File: src/rtl/mcp_pkg.sv
package mcp_pkg;
   localparam int AXI_ID_W = 16;
   localparam int PORT_W   = 3;

   localparam logic [7:0] EVT_CYCLES  = 8'h00;
   localparam logic [7:0] EVT_RD_BEAT = 8'h41;
   localparam logic [7:0] EVT_WR_BEAT = 8'h42;

   // control word layout
   localparam int CTL_OVF     = 0;
   localparam int CTL_CLR     = 1;
   localparam int CTL_EN      = 2;
   localparam int CTL_PRE_LSB = 16;
   localparam int CTL_SEL_LSB = 24;

   // selector word layout (channel bits stored inverted)
   localparam int SEL_RPORT_LSB = 0;
   localparam int SEL_RCHAN_N   = 3;
   localparam int SEL_WPORT_LSB = 8;
   localparam int SEL_WCHAN_N   = 11;

   // address map
   localparam int CNT_BASE    = 'h20;
   localparam int SELW_BASE   = 'h50;
   localparam int FLTW_BASE   = 'h54;
   localparam int SLOT_STRIDE = 16;

   typedef struct packed {
      logic                vld;
      logic [AXI_ID_W-1:0] id;
      logic [PORT_W-1:0]   port;
      logic                chan;
   } beat_t;
endpackage

File: src/rtl/mcp_beat_filter.sv
module mcp_beat_filter
   import mcp_pkg::*;
(
   input  beat_t               beat_i,
   input  logic [AXI_ID_W-1:0] fid_i,
   input  logic [AXI_ID_W-1:0] fmask_n_i,
   input  logic [PORT_W-1:0]   fport_i,
   input  logic                fchan_n_i,
   output logic                match_o
);
   logic id_ok, port_ok, chan_ok;

   assign id_ok   = ((beat_i.id & ~fmask_n_i) == (fid_i & ~fmask_n_i));
   assign port_ok = (beat_i.port == fport_i);
   assign chan_ok = (beat_i.chan == ~fchan_n_i);
   assign match_o = beat_i.vld & id_ok & port_ok & chan_ok;
endmodule

File: src/rtl/mcp_counter_slice.sv
module mcp_counter_slice
   import mcp_pkg::*;
#(
   parameter int CNT_W    = 32,
   parameter int NUM_GEN  = 8,
   parameter bit IS_CYCLE = 1'b0
) (
   input  logic               clk_i,
   input  logic               rst_ni,
   input  logic               run_i,
   input  logic               wr_ctrl_i,
   input  logic               wr_flt_i,
   input  logic               wr_sel_i,
   input  logic [31:0]        wdata_i,
   input  logic [NUM_GEN-1:0] evt_i,
   input  beat_t              rd_beat_i,
   input  beat_t              wr_beat_i,
   output logic [31:0]        ctrl_o,
   output logic [CNT_W-1:0]   cnt_o,
   output logic [31:0]        flt_o,
   output logic [31:0]        selw_o,
   output logic               en_o,
   output logic               ovf_o
);
   localparam int LOW_W = CNT_W - 8;

   if (CNT_W < 9 || CNT_W > 32) begin : g_bad_width
      $error("mcp_counter_slice: CNT_W must be 9..32");
   end

   logic             en_q, ovf_q;
   logic [7:0]       pre_q, sel_q;
   logic [CNT_W-1:0] cnt_q;
   logic             inc, clr_w, at_max;

   assign clr_w  = wr_ctrl_i & wdata_i[CTL_CLR];
   assign at_max = &cnt_q;

   always_ff @(posedge clk_i or negedge rst_ni) begin
      if (!rst_ni) begin
         en_q  <= 1'b0;
         ovf_q <= 1'b0;
         pre_q <= '0;
         sel_q <= '0;
         cnt_q <= '0;
      end else begin
         if (clr_w)    cnt_q <= {wdata_i[CTL_PRE_LSB +: 8], {LOW_W{1'b0}}};
         else if (inc) cnt_q <= cnt_q + 1'b1;

         if (clr_w)                                ovf_q <= 1'b0;
         else if (inc && at_max)                   ovf_q <= 1'b1;
         else if (wr_ctrl_i && wdata_i[CTL_OVF])   ovf_q <= 1'b0;

         if (wr_ctrl_i) begin
            en_q  <= wdata_i[CTL_EN];
            pre_q <= wdata_i[CTL_PRE_LSB +: 8];
            sel_q <= wdata_i[CTL_SEL_LSB +: 8];
         end
      end
   end

   assign ctrl_o = {sel_q, pre_q, 13'b0, en_q, 1'b0, ovf_q};
   assign cnt_o  = cnt_q;
   assign en_o   = en_q;
   assign ovf_o  = ovf_q;

   if (IS_CYCLE) begin : g_cycle
      assign inc    = run_i;
      assign flt_o  = '0;
      assign selw_o = '0;
      logic unused_cyc;
      assign unused_cyc = ^{wr_flt_i, wr_sel_i, wdata_i[15:3], evt_i,
                            rd_beat_i, wr_beat_i};


      cycle_step_chk: assert property (@(posedge clk_i) disable iff (!rst_ni)
         (run_i && !wr_ctrl_i) |=> (cnt_q == $past(cnt_q) + 1'b1));
   end else begin : g_event
      logic [31:0] flt_q, selw_q;
      logic        rd_hit, wr_hit, gen_hit, hit;

      always_ff @(posedge clk_i or negedge rst_ni) begin
         if (!rst_ni) begin
            flt_q  <= '0;
            selw_q <= '0;
         end else begin
            if (wr_flt_i) flt_q  <= wdata_i;
            if (wr_sel_i) selw_q <= wdata_i;
         end
      end

      mcp_beat_filter u_rd_flt (
         .beat_i    (rd_beat_i),
         .fid_i     (flt_q[15:0]),
         .fmask_n_i (flt_q[31:16]),
         .fport_i   (selw_q[SEL_RPORT_LSB +: PORT_W]),
         .fchan_n_i (selw_q[SEL_RCHAN_N]),
         .match_o   (rd_hit)
      );

      mcp_beat_filter u_wr_flt (
         .beat_i    (wr_beat_i),
         .fid_i     (flt_q[15:0]),
         .fmask_n_i (flt_q[31:16]),
         .fport_i   (selw_q[SEL_WPORT_LSB +: PORT_W]),
         .fchan_n_i (selw_q[SEL_WCHAN_N]),
         .match_o   (wr_hit)
      );

      always_comb begin
         gen_hit = 1'b0;
         for (int g = 0; g < NUM_GEN; g++) begin
            if (sel_q == 8'(g + 1)) gen_hit = evt_i[g];
         end
      end

      assign hit    = (sel_q == EVT_RD_BEAT) ? rd_hit :
                      (sel_q == EVT_WR_BEAT) ? wr_hit : gen_hit;
      assign inc    = run_i & en_q & ~ovf_q & hit;
      assign flt_o  = flt_q;
      assign selw_o = selw_q;


      slot_park_chk: assert property (@(posedge clk_i) disable iff (!rst_ni)
         (ovf_q && !wr_ctrl_i) |=> (ovf_q && $stable(cnt_q)));
   end


   ovf_sticky_chk: assert property (@(posedge clk_i) disable iff (!rst_ni)
      (ovf_q && !wr_ctrl_i) |=> ovf_q);
endmodule

File: src/rtl/mc_perf_bank.sv
module mc_perf_bank
   import mcp_pkg::*;
#(
   parameter int NUM_CNT = 4,
   parameter int CNT_W   = 32,
   parameter int NUM_GEN = 8,
   parameter int ADDR_W  = 8
) (
   input  logic                clk_i,
   input  logic                rst_ni,
   input  logic [ADDR_W-1:0]   reg_addr_i,
   input  logic                reg_wen_i,
   input  logic [31:0]         reg_wdata_i,
   output logic [31:0]         reg_rdata_o,
   input  logic [NUM_GEN-1:0]  evt_i,
   input  logic                rd_beat_i,
   input  logic [AXI_ID_W-1:0] rd_id_i,
   input  logic [PORT_W-1:0]   rd_port_i,
   input  logic                rd_chan_i,
   input  logic                wr_beat_i,
   input  logic [AXI_ID_W-1:0] wr_id_i,
   input  logic [PORT_W-1:0]   wr_port_i,
   input  logic                wr_chan_i,
   output logic                irq_o
);
   localparam int TOP_ADDR = FLTW_BASE + SLOT_STRIDE * (NUM_CNT - 2);

   if (NUM_CNT < 2 || NUM_CNT > 8) begin : g_bad_cnt
      $error("mc_perf_bank: NUM_CNT must be 2..8");
   end
   if (NUM_GEN < 1 || NUM_GEN > 64) begin : g_bad_gen
      $error("mc_perf_bank: NUM_GEN must be 1..64");
   end
   if (TOP_ADDR >= (1 << ADDR_W)) begin : g_bad_addr
      $error("mc_perf_bank: ADDR_W too narrow for the map");
   end

   beat_t rd_beat, wr_beat;
   assign rd_beat = '{vld: rd_beat_i, id: rd_id_i, port: rd_port_i, chan: rd_chan_i};
   assign wr_beat = '{vld: wr_beat_i, id: wr_id_i, port: wr_port_i, chan: wr_chan_i};

   logic [NUM_CNT-1:0]            wr_ctrl, wr_flt, wr_sel, en_w, ovf_w;
   logic [NUM_CNT-1:0][31:0]      ctrl_w, flt_w, selw_w;
   logic [NUM_CNT-1:0][CNT_W-1:0] cnt_w;
   logic                          run;

   assign run   = en_w[0] & ~ovf_w[0];
   assign irq_o = ovf_w[0];

   for (genvar n = 0; n < NUM_CNT; n++) begin : g_slot
      assign wr_ctrl[n] = reg_wen_i && (reg_addr_i == ADDR_W'(4 * n));
      if (n == 0) begin : g_nofilt
         assign wr_flt[n] = 1'b0;
         assign wr_sel[n] = 1'b0;
      end else begin : g_filt
         assign wr_sel[n] = reg_wen_i &&
            (reg_addr_i == ADDR_W'(SELW_BASE + SLOT_STRIDE * (n - 1)));
         assign wr_flt[n] = reg_wen_i &&
            (reg_addr_i == ADDR_W'(FLTW_BASE + SLOT_STRIDE * (n - 1)));
      end

      mcp_counter_slice #(
         .CNT_W    (CNT_W),
         .NUM_GEN  (NUM_GEN),
         .IS_CYCLE (n == 0)
      ) u_slice (
         .clk_i     (clk_i),
         .rst_ni    (rst_ni),
         .run_i     (run),
         .wr_ctrl_i (wr_ctrl[n]),
         .wr_flt_i  (wr_flt[n]),
         .wr_sel_i  (wr_sel[n]),
         .wdata_i   (reg_wdata_i),
         .evt_i     (evt_i),
         .rd_beat_i (rd_beat),
         .wr_beat_i (wr_beat),
         .ctrl_o    (ctrl_w[n]),
         .cnt_o     (cnt_w[n]),
         .flt_o     (flt_w[n]),
         .selw_o    (selw_w[n]),
         .en_o      (en_w[n]),
         .ovf_o     (ovf_w[n])
      );
   end

   always_comb begin
      reg_rdata_o = '0;
      for (int n = 0; n < NUM_CNT; n++) begin
         if (reg_addr_i == ADDR_W'(4 * n))            reg_rdata_o = ctrl_w[n];
         if (reg_addr_i == ADDR_W'(CNT_BASE + 4 * n)) reg_rdata_o = 32'(cnt_w[n]);
         if (n > 0) begin
            if (reg_addr_i == ADDR_W'(SELW_BASE + SLOT_STRIDE * (n - 1)))
               reg_rdata_o = selw_w[n];
            if (reg_addr_i == ADDR_W'(FLTW_BASE + SLOT_STRIDE * (n - 1)))
               reg_rdata_o = flt_w[n];
         end
      end
   end


   bank_freeze_chk: assert property (@(posedge clk_i) disable iff (!rst_ni)
      (irq_o && !(|wr_ctrl)) |=> $stable(cnt_w));


   bank_idle_chk: assert property (@(posedge clk_i) disable iff (!rst_ni)
      (!en_w[0] && !(|wr_ctrl)) |=> $stable(cnt_w));


   irq_clear_chk: assert property (@(posedge clk_i) disable iff (!rst_ni)
      (wr_ctrl[0] && (reg_wdata_i[CTL_OVF] || reg_wdata_i[CTL_CLR])) |=> !irq_o);


   irq_source_chk: assert property (@(posedge clk_i) disable iff (!rst_ni)
      $rose(irq_o) |-> $past(run));
endmodule

File: config.mk
export PLATFORM = sky130hd
export DESIGN_NAME = mc_perf_bank
export DESIGN_NICKNAME = d
export VERILOG_FILES = /design/src/rtl/mcp_pkg.sv /design/src/rtl/mcp_beat_filter.sv /design/src/rtl/mcp_counter_slice.sv /design/src/rtl/mc_perf_bank.sv
export SDC_FILE = /design/constraint.sdc
export NUM_CORES = 1
export LEC_CHECK = 0
export ABC_AREA = 1
export CAP_MARGIN = 20
export CORE_MARGIN = 2
export CORE_UTILIZATION = 25
export CTS_BUF_LIST = sky130_fd_sc_hd__clkbuf_8 sky130_fd_sc_hd__clkbuf_16
export CTS_CLUSTER_SIZE = 12
export DETAILED_ROUTE_END_ITERATION = 8
export DONT_BUFFER_PORTS = 1
export PLACE_DENSITY = 0.44
export SLEW_MARGIN = 10
export SYNTH_ARGS = -nofsm -noshare
export SYNTH_HDL_FRONTEND = slang
export SYNTH_SLANG_ARGS = --single-unit
File: constraint.sdc
create_clock -name clk_i -period 1.6 [get_ports clk_i]
set_input_delay 0 -clock clk_i [delete_from_list [all_inputs] [get_ports clk_i]]
set_output_delay 0 -clock clk_i [all_outputs]
set_load 0.03 [all_outputs]
# Word-level counts from Yosys, hierarchy flattened
# Cells that the tools add are included.
[classes]
n_reduce_logical = 31
n_eq_ne = 61
addsub = 4
bitwise_logic = 54
muxes = 64
[ops]
columns = ["operator", "count"]
rows = [
  ["$mux 32", 22],
  ["$and 16x16->16", 9],
  ["$add 32x1->32 const B", 4],
  ["$reduce_and 32->1", 4],
  ["$eq 8x3->1 const B", 13],
  ["$eq 16x16->1", 6],
  ["$eq 8x7->1 const B", 12],
  ["$eq 8x2->1 const B", 6],
  ["$not 16->16", 3],
  ["$mux 1", 42],
  ["$eq 8x4->1 const B", 5],
  ["$and 1x1->1", 32],
  ["$eq 8x6->1 const B", 4],
  ["$eq 8x1->1 const B", 3],
  ["$eq 3x3->1", 6],
  ["$logic_and 1x1->1", 18],
  ["$reduce_bool 3->1", 4],
  ["$not 1->1", 10],
  ["$logic_not 8->1", 1],
  ["$reduce_bool 2->1", 4],
  ["$eq 1x1->1", 6],
]
[totals]
wordCells = 240
input_bits = 93
output_inout_bits = 33
reg_bits = 392

# Longest topological paths before layout
# Gate-level depths: netlist of the first run.
[depth]
word_depth = 15
depth_mapped = 17
depth_no_buf = 16

# Cells and area by module
# Synthesis of the first run repeated with hierarchy kept, for this count alone.
[hier_totals]
hier_cells = 3855
area_unflattened_um2 = 26909.6
[modules_own_cells]
columns = ["module", "seq_area_each_um2", "n_inst", "area_each_um2", "cells_each"]
rows = [
  ["mcp_counter_slice (g_slot[2].u_slice ...)", 2852.7, 2, 5691.7, 628],
  ["mcp_counter_slice (g_slot[1].u_slice)", 2852.7, 1, 5656.7, 592],
  ["mc_perf_bank", 0.0, 1, 3972.6, 916],
  ["mcp_counter_slice (g_slot[0].u_slice)", 1251.2, 1, 3261.9, 455],
  ["mcp_beat_filter", 0.0, 6, 439.2, 106],
]

# Worst setup path before layout of the first run
# OpenSTA, ideal clock, no wires.
[synth_path]
path_kind = "flip-flop to flip-flop"
from = "reg g_slot[0].u_slice.ovf_q"
to = "reg g_slot[2].u_slice.cnt_q[2]"
path_stages_with_launch = 10
period_less_slack_ps = 1910
arrival_ps = 1788
required_ps = 1478
n_path_buf = 1
path_slack_ps = -310
cell_sequence = "dfrtp_1 -> nor2_4 -> inv_2 -> nor3_2 -> inv_1 -> a21oi_4 -> nand2_2 -> buf_4 -> nor3_1 -> nor2_1"
[synth_between]
elab_chain_len = 6
[synth_rtl]
columns = ["element", "line_no", "source"]
rows = [
  ["from (decl)", "mcp_counter_slice.sv:31", "logic en_q, ovf_q;"],
  ["from (signal assigned)", "mcp_counter_slice.sv:42", "ovf_q <= 1'b0;"],
  ["from (signal assigned)", "mcp_counter_slice.sv:50", "if (clr_w) ovf_q <= 1'b0;"],
  ["from (signal assigned)", "mcp_counter_slice.sv:51", "else if (inc && at_max) ovf_q <= 1'b1;"],
  ["$not 1->1", "mc_perf_bank.sv:47", "assign run = en_w[0] & ~ovf_w[0];"],
  ["$and 1x1->1", "mc_perf_bank.sv:47", ""],
  ["$and 1x1->1 (3 in series)", "mcp_counter_slice.sv:119", "assign inc = run_i & en_q & ~ovf_q & hit;"],
  ["$reduce_bool 2->1 (no line)", "-", ""],
  ["to (signal assigned)", "mcp_counter_slice.sv:47", "if (clr_w) cnt_q <= {wdata_i[CTL_PRE_LSB +: 8], {LOW_W{1'b0}}};"],
  ["to (signal assigned)", "mcp_counter_slice.sv:48", "else if (inc) cnt_q <= cnt_q + 1'b1;"],
  ["to (decl)", "mcp_counter_slice.sv:33", "logic [CNT_W-1:0] cnt_q;"],
]
# Every way passes these cells.
# A chain may end at the register's enable or synchronous reset.

# Worst setup path in the final report of the first run
[layout_path]
from = "reg g_slot[0].u_slice.cnt_q[2]"
to = "out reg_rdata_o[2]"
[layout_between]
elab_chain_len = 13
[layout_rtl]
columns = ["element", "line_no", "source"]
rows = [
  ["from (decl)", "mcp_counter_slice.sv:33", ""],
  ["from (signal assigned)", "mcp_counter_slice.sv:47", ""],
  ["from (signal assigned)", "mcp_counter_slice.sv:48", ""],
  ["$mux 32", "mc_perf_bank.sv:90", "if (reg_addr_i == ADDR_W'(CNT_BASE + 4 * n)) reg_rdata_o = 32'(cnt_w[n]);"],
  ["$mux 32", "mc_perf_bank.sv:89", "if (reg_addr_i == ADDR_W'(4 * n)) reg_rdata_o = ctrl_w[n];"],
  ["$mux 32", "mc_perf_bank.sv:90", ""],
  ["$mux 32", "mc_perf_bank.sv:92", "if (reg_addr_i == ADDR_W'(SELW_BASE + SLOT_STRIDE * (n - 1)))"],
  ["$mux 32", "mc_perf_bank.sv:94", "if (reg_addr_i == ADDR_W'(FLTW_BASE + SLOT_STRIDE * (n - 1)))"],
  ["$mux 32", "mc_perf_bank.sv:89", ""],
  ["$mux 32", "mc_perf_bank.sv:90", ""],
  ["$mux 32", "mc_perf_bank.sv:92", ""],
  ["$mux 32", "mc_perf_bank.sv:94", ""],
  ["$mux 32", "mc_perf_bank.sv:89", ""],
  ["$mux 32", "mc_perf_bank.sv:90", ""],
  ["$mux 32", "mc_perf_bank.sv:92", ""],
  ["$mux 32", "mc_perf_bank.sv:94", ""],
  ["to (decl)", "mc_perf_bank.sv:14", "output logic [31:0] reg_rdata_o,"],
]
# Every way passes these cells.

==> results of run 1 <==
-- per-layer routing --
metal	up-vias	GRT usage
met4	2	0.08843
met1	13450	0.3353
li1	13300	-
met3	200	0.03168
met2	886	0.4035
met5	-	0
-- state kept, by name, summed over array words and instances (netlist names) --
| name | count |
|---|---|
| g_slot.u_slice.sel_q | 32 |
| g_slot.u_slice.ovf_o | 4 |
| g_slot.u_slice.pre_q | 32 |
| g_slot.u_slice.flt_o | 96 |
| g_slot.u_slice.cnt_o | 128 |
| g_slot.u_slice.selw_o | 96 |
| g_slot.u_slice.en_o | 4 |
-- power by group --
| group | total (mW) | internal [mW] | switching [mW] |
|---|---|---|---|
| combinational | 2.84 | 1.24 | 1.60 |
| sequential | 10.6 | 10.3 | 0.342 |
| clock | 11.8 | 6.77 | 5.01 |
-- worst min path at each step --
stage           start                                endpoint  depth (start not counted)
2_1_floorplan  rst_ni  g_slot[0].u_slice.cnt_o[0]$_DFFE_PN0P_                          0
3_3_place_gp   rst_ni  g_slot[1].u_slice.cnt_o[4]$_DFFE_PN0P_                          0
3_5_place_dp   rst_ni  g_slot[1].u_slice.cnt_o[4]$_DFFE_PN0P_                          0
4_1_cts        rst_ni  g_slot[1].u_slice.cnt_o[1]$_DFFE_PN0P_                          0
5_1_grt        rst_ni  g_slot[1].u_slice.cnt_o[7]$_DFFE_PN0P_                          0
6_report       rst_ni  g_slot[1].u_slice.cnt_o[1]$_DFFE_PN0P_                          0
-- timing repair --
action,CTS,global route
endpoints found under the setup margin,155,203
resized for setup,585,241
hold endpoints to repair,704,392
buffers inserted,99,62
pin swaps,251,279
gates cloned,18,2
-- layout make-up --
type	instances	area share
Antenna cell	2	0.0001301
Timing Repair Buffer	929	0.2249
Tap cell	1276	0.04150
Sequential cell	392	0.2558
Clock inverter	27	0.006473
Clock buffer	60	0.03610
Multi-Input combinational cell	2654	0.3976
Inverter	368	0.03747
-- stage by stage --
| stage | hold slack (ns) | utilization | worst slack (ns) | cells | total power, mW |
|---|---|---|---|---|---|
| after floorplan | -0.2956 | - | -0.1848 | 3545 | 11.82 |
| after global placement | -0.2626 | 0.3324 | -0.8112 | 5430 | 13.12 |
| after detailed placement | -0.2596 | 0.3324 | -0.8191 | 5430 | 13.14 |
| after CTS | -0.9322 | 0.3871 | -0.9383 | 5665 | 25.35 |
| after global routing | -0.9273 | 0.3989 | -0.8925 | 5706 | 26.16 |
| final | -0.9017 | 0.3989 | -0.8541 | 5708 | 25.26 |
-- cell families (layout without fill, tap and decap cells) --
logic type                 Yosys count  after routing  share of synthesized area
buffers and inverters              506           1384                    0.08265
xor gates and xnor gates            93             93                    0.03357
adders and majority gates            4              4                   0.002062
AOI/OAI and AO/OA                  485            485                     0.1071
and+or+nand+nor                   2065           2072                     0.3704
other                                0              2                          0
DFF                                392            392                     0.4042
-- worst reg2reg max path: cells and delay by family, from the launching register on --
kind,cells,cell delay [ns]
AOI/OAI and AO/OA,2,0.31
buffers and inverters,4,0.47
DFF,1,0.38
and+or+nand+nor,9,0.87
-- placed cells by master (no fill, tap or decap), types with 95 or more instances in the layout --
master and instances:
dfrtp_1 369, nand3_2 138, nor2_1 220, nand2_1 1000, buf_4 705, o21ai_0 302
nand3_1 143, nand2_2 128, inv_1 293, nand4_1 139, buf_6 95
==> impl_metrics.tcl, run 1 <==
set metrics [dict create \
    status "complete, but fails checks" \
    violations "hold timing, slew limit, setup timing" \
    cts_inserted_buffers 50 \
    ctsHoldBuffers 35 \
    wl_met1_um 54420 \
    yosysWarnings 0 \
    arrival_ns 2.45 \
    via_per_inst 4.875 \
    setup.worst_path.end "reg_rdata_o[2]" \
    relSlewSlack -0.2120 \
    htreeDepth 2 \
    fin_area_mm2 0.03847 \
    grt_pass1_wl_um 181600 \
    path_depth 10 \
    leakagePower_nw 18.22 \
    cts_sinks 392 \
    multi_input_area_mm2 0.01530 \
    synth_top_flop_cell "dfrtp_1" \
    antenna_found_initial 9 \
    clk_pin_slew_ns 0.06 \
    avgSynthCellArea_um2 6.845 \
    wl_met3_um 7193 \
    grt_pass1_vias 27170 \
    die-area_mm2 0.09958 \
    reg2reg_slack_ns -0.53 \
    dp_hpwl_um 92420 \
    grt_overflow_total 0 \
    num_rows 114 \
    async_flop_share 1.000 \
    synthTopCellsByCount "nand2_1 (1,154), dfrtp_1 (392), inv_1 (358)" \
    slowest_stage "dfrtp_2" \
    cts_max_path_buffers 3 \
    critPathCaptureType "output pin" \
    crit_type "reg2out" \
    syn-instance-count 3545 \
    start_kind "flop" \
    cpPeakStageDelay_ns 0.44 \
    synth_most_common_cell "nand2_1" \
    setup-tns-final_ns -69.11 \
    cp_max_fo 2 \
    irDropWorstVdd_mv 0.7331 \
    cp-startpoint "g_slot[0].u_slice.cnt_o[2]$_DFFE_PN0P_" \
    area_delta_synth_final_pct 58.52 \
    start_util 0.2517 \
    portBuffers 0 \
    routed_wl_um 124200 \
    hp-class "in2async" \
    met2_length_um 57150 \
    drt-initial-drc-count 2459 \
    synth_nets 3642 \
    nets 4492 \
    synth_area_leaders "dfrtp_1 (40%), nand2_1 (18%), o21ai_0 (6.9%)" \
    first_pass_iters 8 \
    p_per_area_mw_per_mm2 656.8 \
    worst_pin_slew_ns 1.818 \
    cts_tree "built" \
    rsz0062_at_grt "yes" \
    fillCellCount 10110 \
    reg2reg_to "g_slot[1].u_slice.cnt_o[31]$_DFFE_PN0P_" \
    design.core.area_mm2 0.09642 \
    min_period_ns 2.454 \
    setup_ws_ns -0.8541 \
    synth_edf_count 0 \
    ant_nets 0 \
    hold_viol 392 \
    gp_congestion 0.9467 \
    max_freq_mhz 407.5 \
    synth_cell_types 53 \
    setup_violations 157 \
    yosysSeqAreaShare 0.4042 \
    cp_common_cell "nand3_2" \
    layout_worst_path_cycle_share 1.534 \
    layout-drive-gt1-share 0.3698 \
    grt_max_degree 393 \
    worst_r2r_path_depth 15 \
    yosysTopAreaCell "dfrtp_1" \
    synth_top_area_share 0.4042 \
    crit_chain "buf_6 > nand3_2 > nand3_2 > nor2_2 > nand4_1 > nand2_1 > nand4_1 > nand2_2 > nand3_2 > buf_12" \
    fp.dieH_um 315.6 \
    synth-seq-cells 392 \
    path_buf_inv 2 \
    cp.required_ns 1.60 \
    register_area_mm2 0.009838 \
    timing.max_cap.violations 0 \
    vias 27830 \
    clockRootBuffer "clkbuf_16" \
    final_max_slew_viol_count 236 \
    clkLatencyLatePin_ns 0.64 \
    cp_top_family "simple AND/OR/NAND/NOR gates" \
    fin_hold_ws_ns -0.9017 \
    routed.top_layer "met5" \
    placed_cell_area_mm2 0.03205 \
    die_w_um 315.6 \
    grt_usage 0.2472 \
    clock_skew_ns 0.04188 \
    timing.rr.start "g_slot[1].u_slice.flt_o[13]$_DFFE_PN0P_" \
    ios 126 \
    synth_area_mm2 0.02427 \
    drc_errors 0 \
    wl_per_cell_um 21.75 \
]
No activity file was read; power rests on OpenSTA's default activity.
==> run 2: changes to the inputs <==
--- a/config.mk
+++ b/config.mk
@@ -7,7 +7,6 @@
 export LEC_CHECK = 0
 export ABC_AREA = 1
 export CAP_MARGIN = 20
-export CORE_MARGIN = 2
 export CORE_UTILIZATION = 25
 export CTS_BUF_LIST = sky130_fd_sc_hd__clkbuf_8 sky130_fd_sc_hd__clkbuf_16
 export CTS_CLUSTER_SIZE = 12
==> run 2 against run 1 <==
Compared with the run above: global-route usage down 0.054 points; critical path type unchanged; critical endpoint is now reg_rdata_o[0]; the run ends with hold timing, setup timing left; power shrank 0.94%; flip-flop and latch count stayed put; cell count shrank 0.32%; clock-buffer cell count rose by 1; clock power barely moved.
==> impl_metrics.tcl, run 2 (synthesis gave the netlist of run 1 again) <==
set metrics [dict create \
    grt_overflow_total 0 \
    portBuffers 0 \
    worst_pin_slew_ns 1.405 \
    grt_pass1_vias 26740 \
    nets 4480 \
    cts_inserted_buffers 50 \
    cpPeakStageDelay_ns 0.38 \
    irDropWorstVdd_mv 0.7089 \
    hold_viol 392 \
    routed_wl_um 123900 \
    num_rows 113 \
    setup_ws_ns -0.7152 \
    clk_pin_slew_ns 0.06 \
    grt_usage 0.2467 \
    antenna_found_initial 7 \
    clockRootBuffer "clkbuf_16" \
    mostFrequentLayoutCells "nand2_1 (997), buf_4 (700), dfrtp_1 (374)" \
    leakagePower_nw 18.15 \
    register_area_mm2 0.009832 \
    final_common_cell "nand2_1" \
    grt_max_degree 393 \
    reg2reg_slack_ns -0.52 \
    setup_violations 158 \
    clock_skew_ns 0.03014 \
    drt-initial-drc-count 2646 \
    fillCellCount 10060 \
    cp_max_fo 2 \
    ctsHoldBuffers 34 \
    cp.required_ns 1.60 \
    p_per_area_mw_per_mm2 655.1 \
    area_delta_synth_final_pct 57.43 \
    via_per_inst 4.880 \
    relSlewSlack 0.06341 \
    cts_max_path_buffers 3 \
    drc_errors 0 \
    final_max_slew_viol_count 0 \
    layout_worst_path_cycle_share 1.447 \
    hp-class "in2async" \
    start_util 0.2539 \
    violations "hold timing, setup timing" \
    final-instance-count-excl-fill 5690 \
    die-area_mm2 0.09832 \
    placedCellCount 5426 \
    timing.max_cap.violations 0 \
    slowest_stage "dfrtp_1" \
    crit_type "reg2out" \
    fp.dieH_um 313.6 \
    setup-tns-final_ns -64.90 \
    cts_tree "built" \
    cp_common_cell "nand4_1" \
    layout-drive-gt1-share 0.3640 \
    cts_sinks 392 \
    die_w_um 313.6 \
    max_freq_mhz 431.9 \
    status "complete, but fails checks" \
    ant_nets 0 \
    arrival_ns 2.32 \
    dp_slack_ns -0.6245 \
    vias 27770 \
    total_power_mw 25.03 \
    largest_reg_flops 128 \
    critPathCaptureType "output pin" \
    fin_hold_ws_ns -0.9068 \
    min_period_ns 2.315 \
    first_pass_iters 6 \
    design.core.area_mm2 0.09558 \
    start_kind "flop" \
    crit_chain "buf_4 > inv_1 > nor2_2 > nor2_4 > nand4_1 > nand2_2 > nand4_1 > nand2_1 > nand3_2 > buf_12" \
    clkLatencyLatePin_ns 0.64 \
    gp_congestion 0.9624 \
    rsz0062_at_grt "yes" \
    grt_pass1_wl_um 178700 \
    dp_hpwl_um 92530 \
    wl_per_cell_um 21.77 \
    htreeDepth 2 \
    multi_input_area_mm2 0.01526 \
    ios 126 \
]
[run 2: cell count changes in the layout (fill, tap and decap cells not counted), sizes merged]
| cell | previous run | this run |
|---|---|---|
| buf | 891 | 880 |
| inv | 378 | 383 |
| clkbuf | 62 | 66 |
| bufinv | 4 | 2 |
| nand2 | 1173 | 1171 |
| bufbuf | 1 | 0 |
| clkinvlp | 1 | 2 |
| dlygate4sd3 | 34 | 33 |
[run 2: metrics by stage]
step	instance area, um^2	hold WS [ns]	util
3_5_place_dp	32110	-0.2734	0.3360
4_1_cts	36880	-0.9362	0.3859
5_1_grt	38200	-0.9358	0.3997
3_3_place_gp	32110	-0.2711	0.3360
6_report	38200	-0.9068	0.3997
2_1_floorplan	24660	-0.2956	-
[run 2: timing repair]
item	in CTS	in global routing
endpoints found under the hold margin	697	392
buffers inserted	89	54
resized for setup	547	261
pin swaps	252	232
gates cloned	8	8
setup endpoints to repair	154	178
[run 2: layer usage]
metal,global-route usage,vias up,part of all wire
met4,0.07960,0,0.036
met1,0.3317,13410,0.43
met2,0.4063,920,0.47
li1,-,13270,-
met3,0.03490,164,0.065
met5,0,-,0
[run 2: layout make-up]
| type | instances | area share |
|---|---|---|
| clock inverter | 31 | 0.005699 |
| multi-input combinational | 2652 | 0.3995 |
| timing repair buffer | 919 | 0.2219 |
| tap | 1265 | 0.04143 |
| antenna | 2 | 0.0001310 |
| inverter | 368 | 0.03734 |
| clock buffer | 61 | 0.03671 |
| sequential | 392 | 0.2574 |
[run 2: worst max-delay path, delay by kind of cell, from the launching register on]
kind / cells / cell delay, ns
AND/OR/NAND/NOR: 7 / 0.93
flip-flops: 1 / 0.38
buffers and inverters: 3 / 0.38
[run 2: report_power, final]
group,internal (mW),switching [mW],leakage (nW)
Clock,6.52,4.99,0.851
Sequential,10.3,0.328,5.14
Combinational,1.27,1.62,12.2
Total,18.1,6.94,18.2
[run 2: final timing paths]
kind                                                              from                                 endpoint  cells after the start
worst max-delay path            g_slot[1].u_slice.cnt_o[0]$_DFFE_PN0P_                           reg_rdata_o[0]                     10
max in group asynchronous                                       rst_ni  g_slot[3].u_slice.flt_o[19]$_DFFE_PN0P_                      0
worst min-delay path                                            rst_ni   g_slot[1].u_slice.cnt_o[3]$_DFFE_PN0P_                      0
worst max register to register  g_slot[2].u_slice.flt_o[4]$_DFFE_PN0P_   g_slot[2].u_slice.cnt_o[0]$_DFFE_PN0P_                     16
worst min register to register  g_slot[3].u_slice.pre_q[6]$_DFFE_PN0P_   g_slot[3].u_slice.pre_q[6]$_DFFE_PN0P_                      2
min in group clk_i                                            evt_i[7]  g_slot[1].u_slice.cnt_o[20]$_DFFE_PN0P_                      7
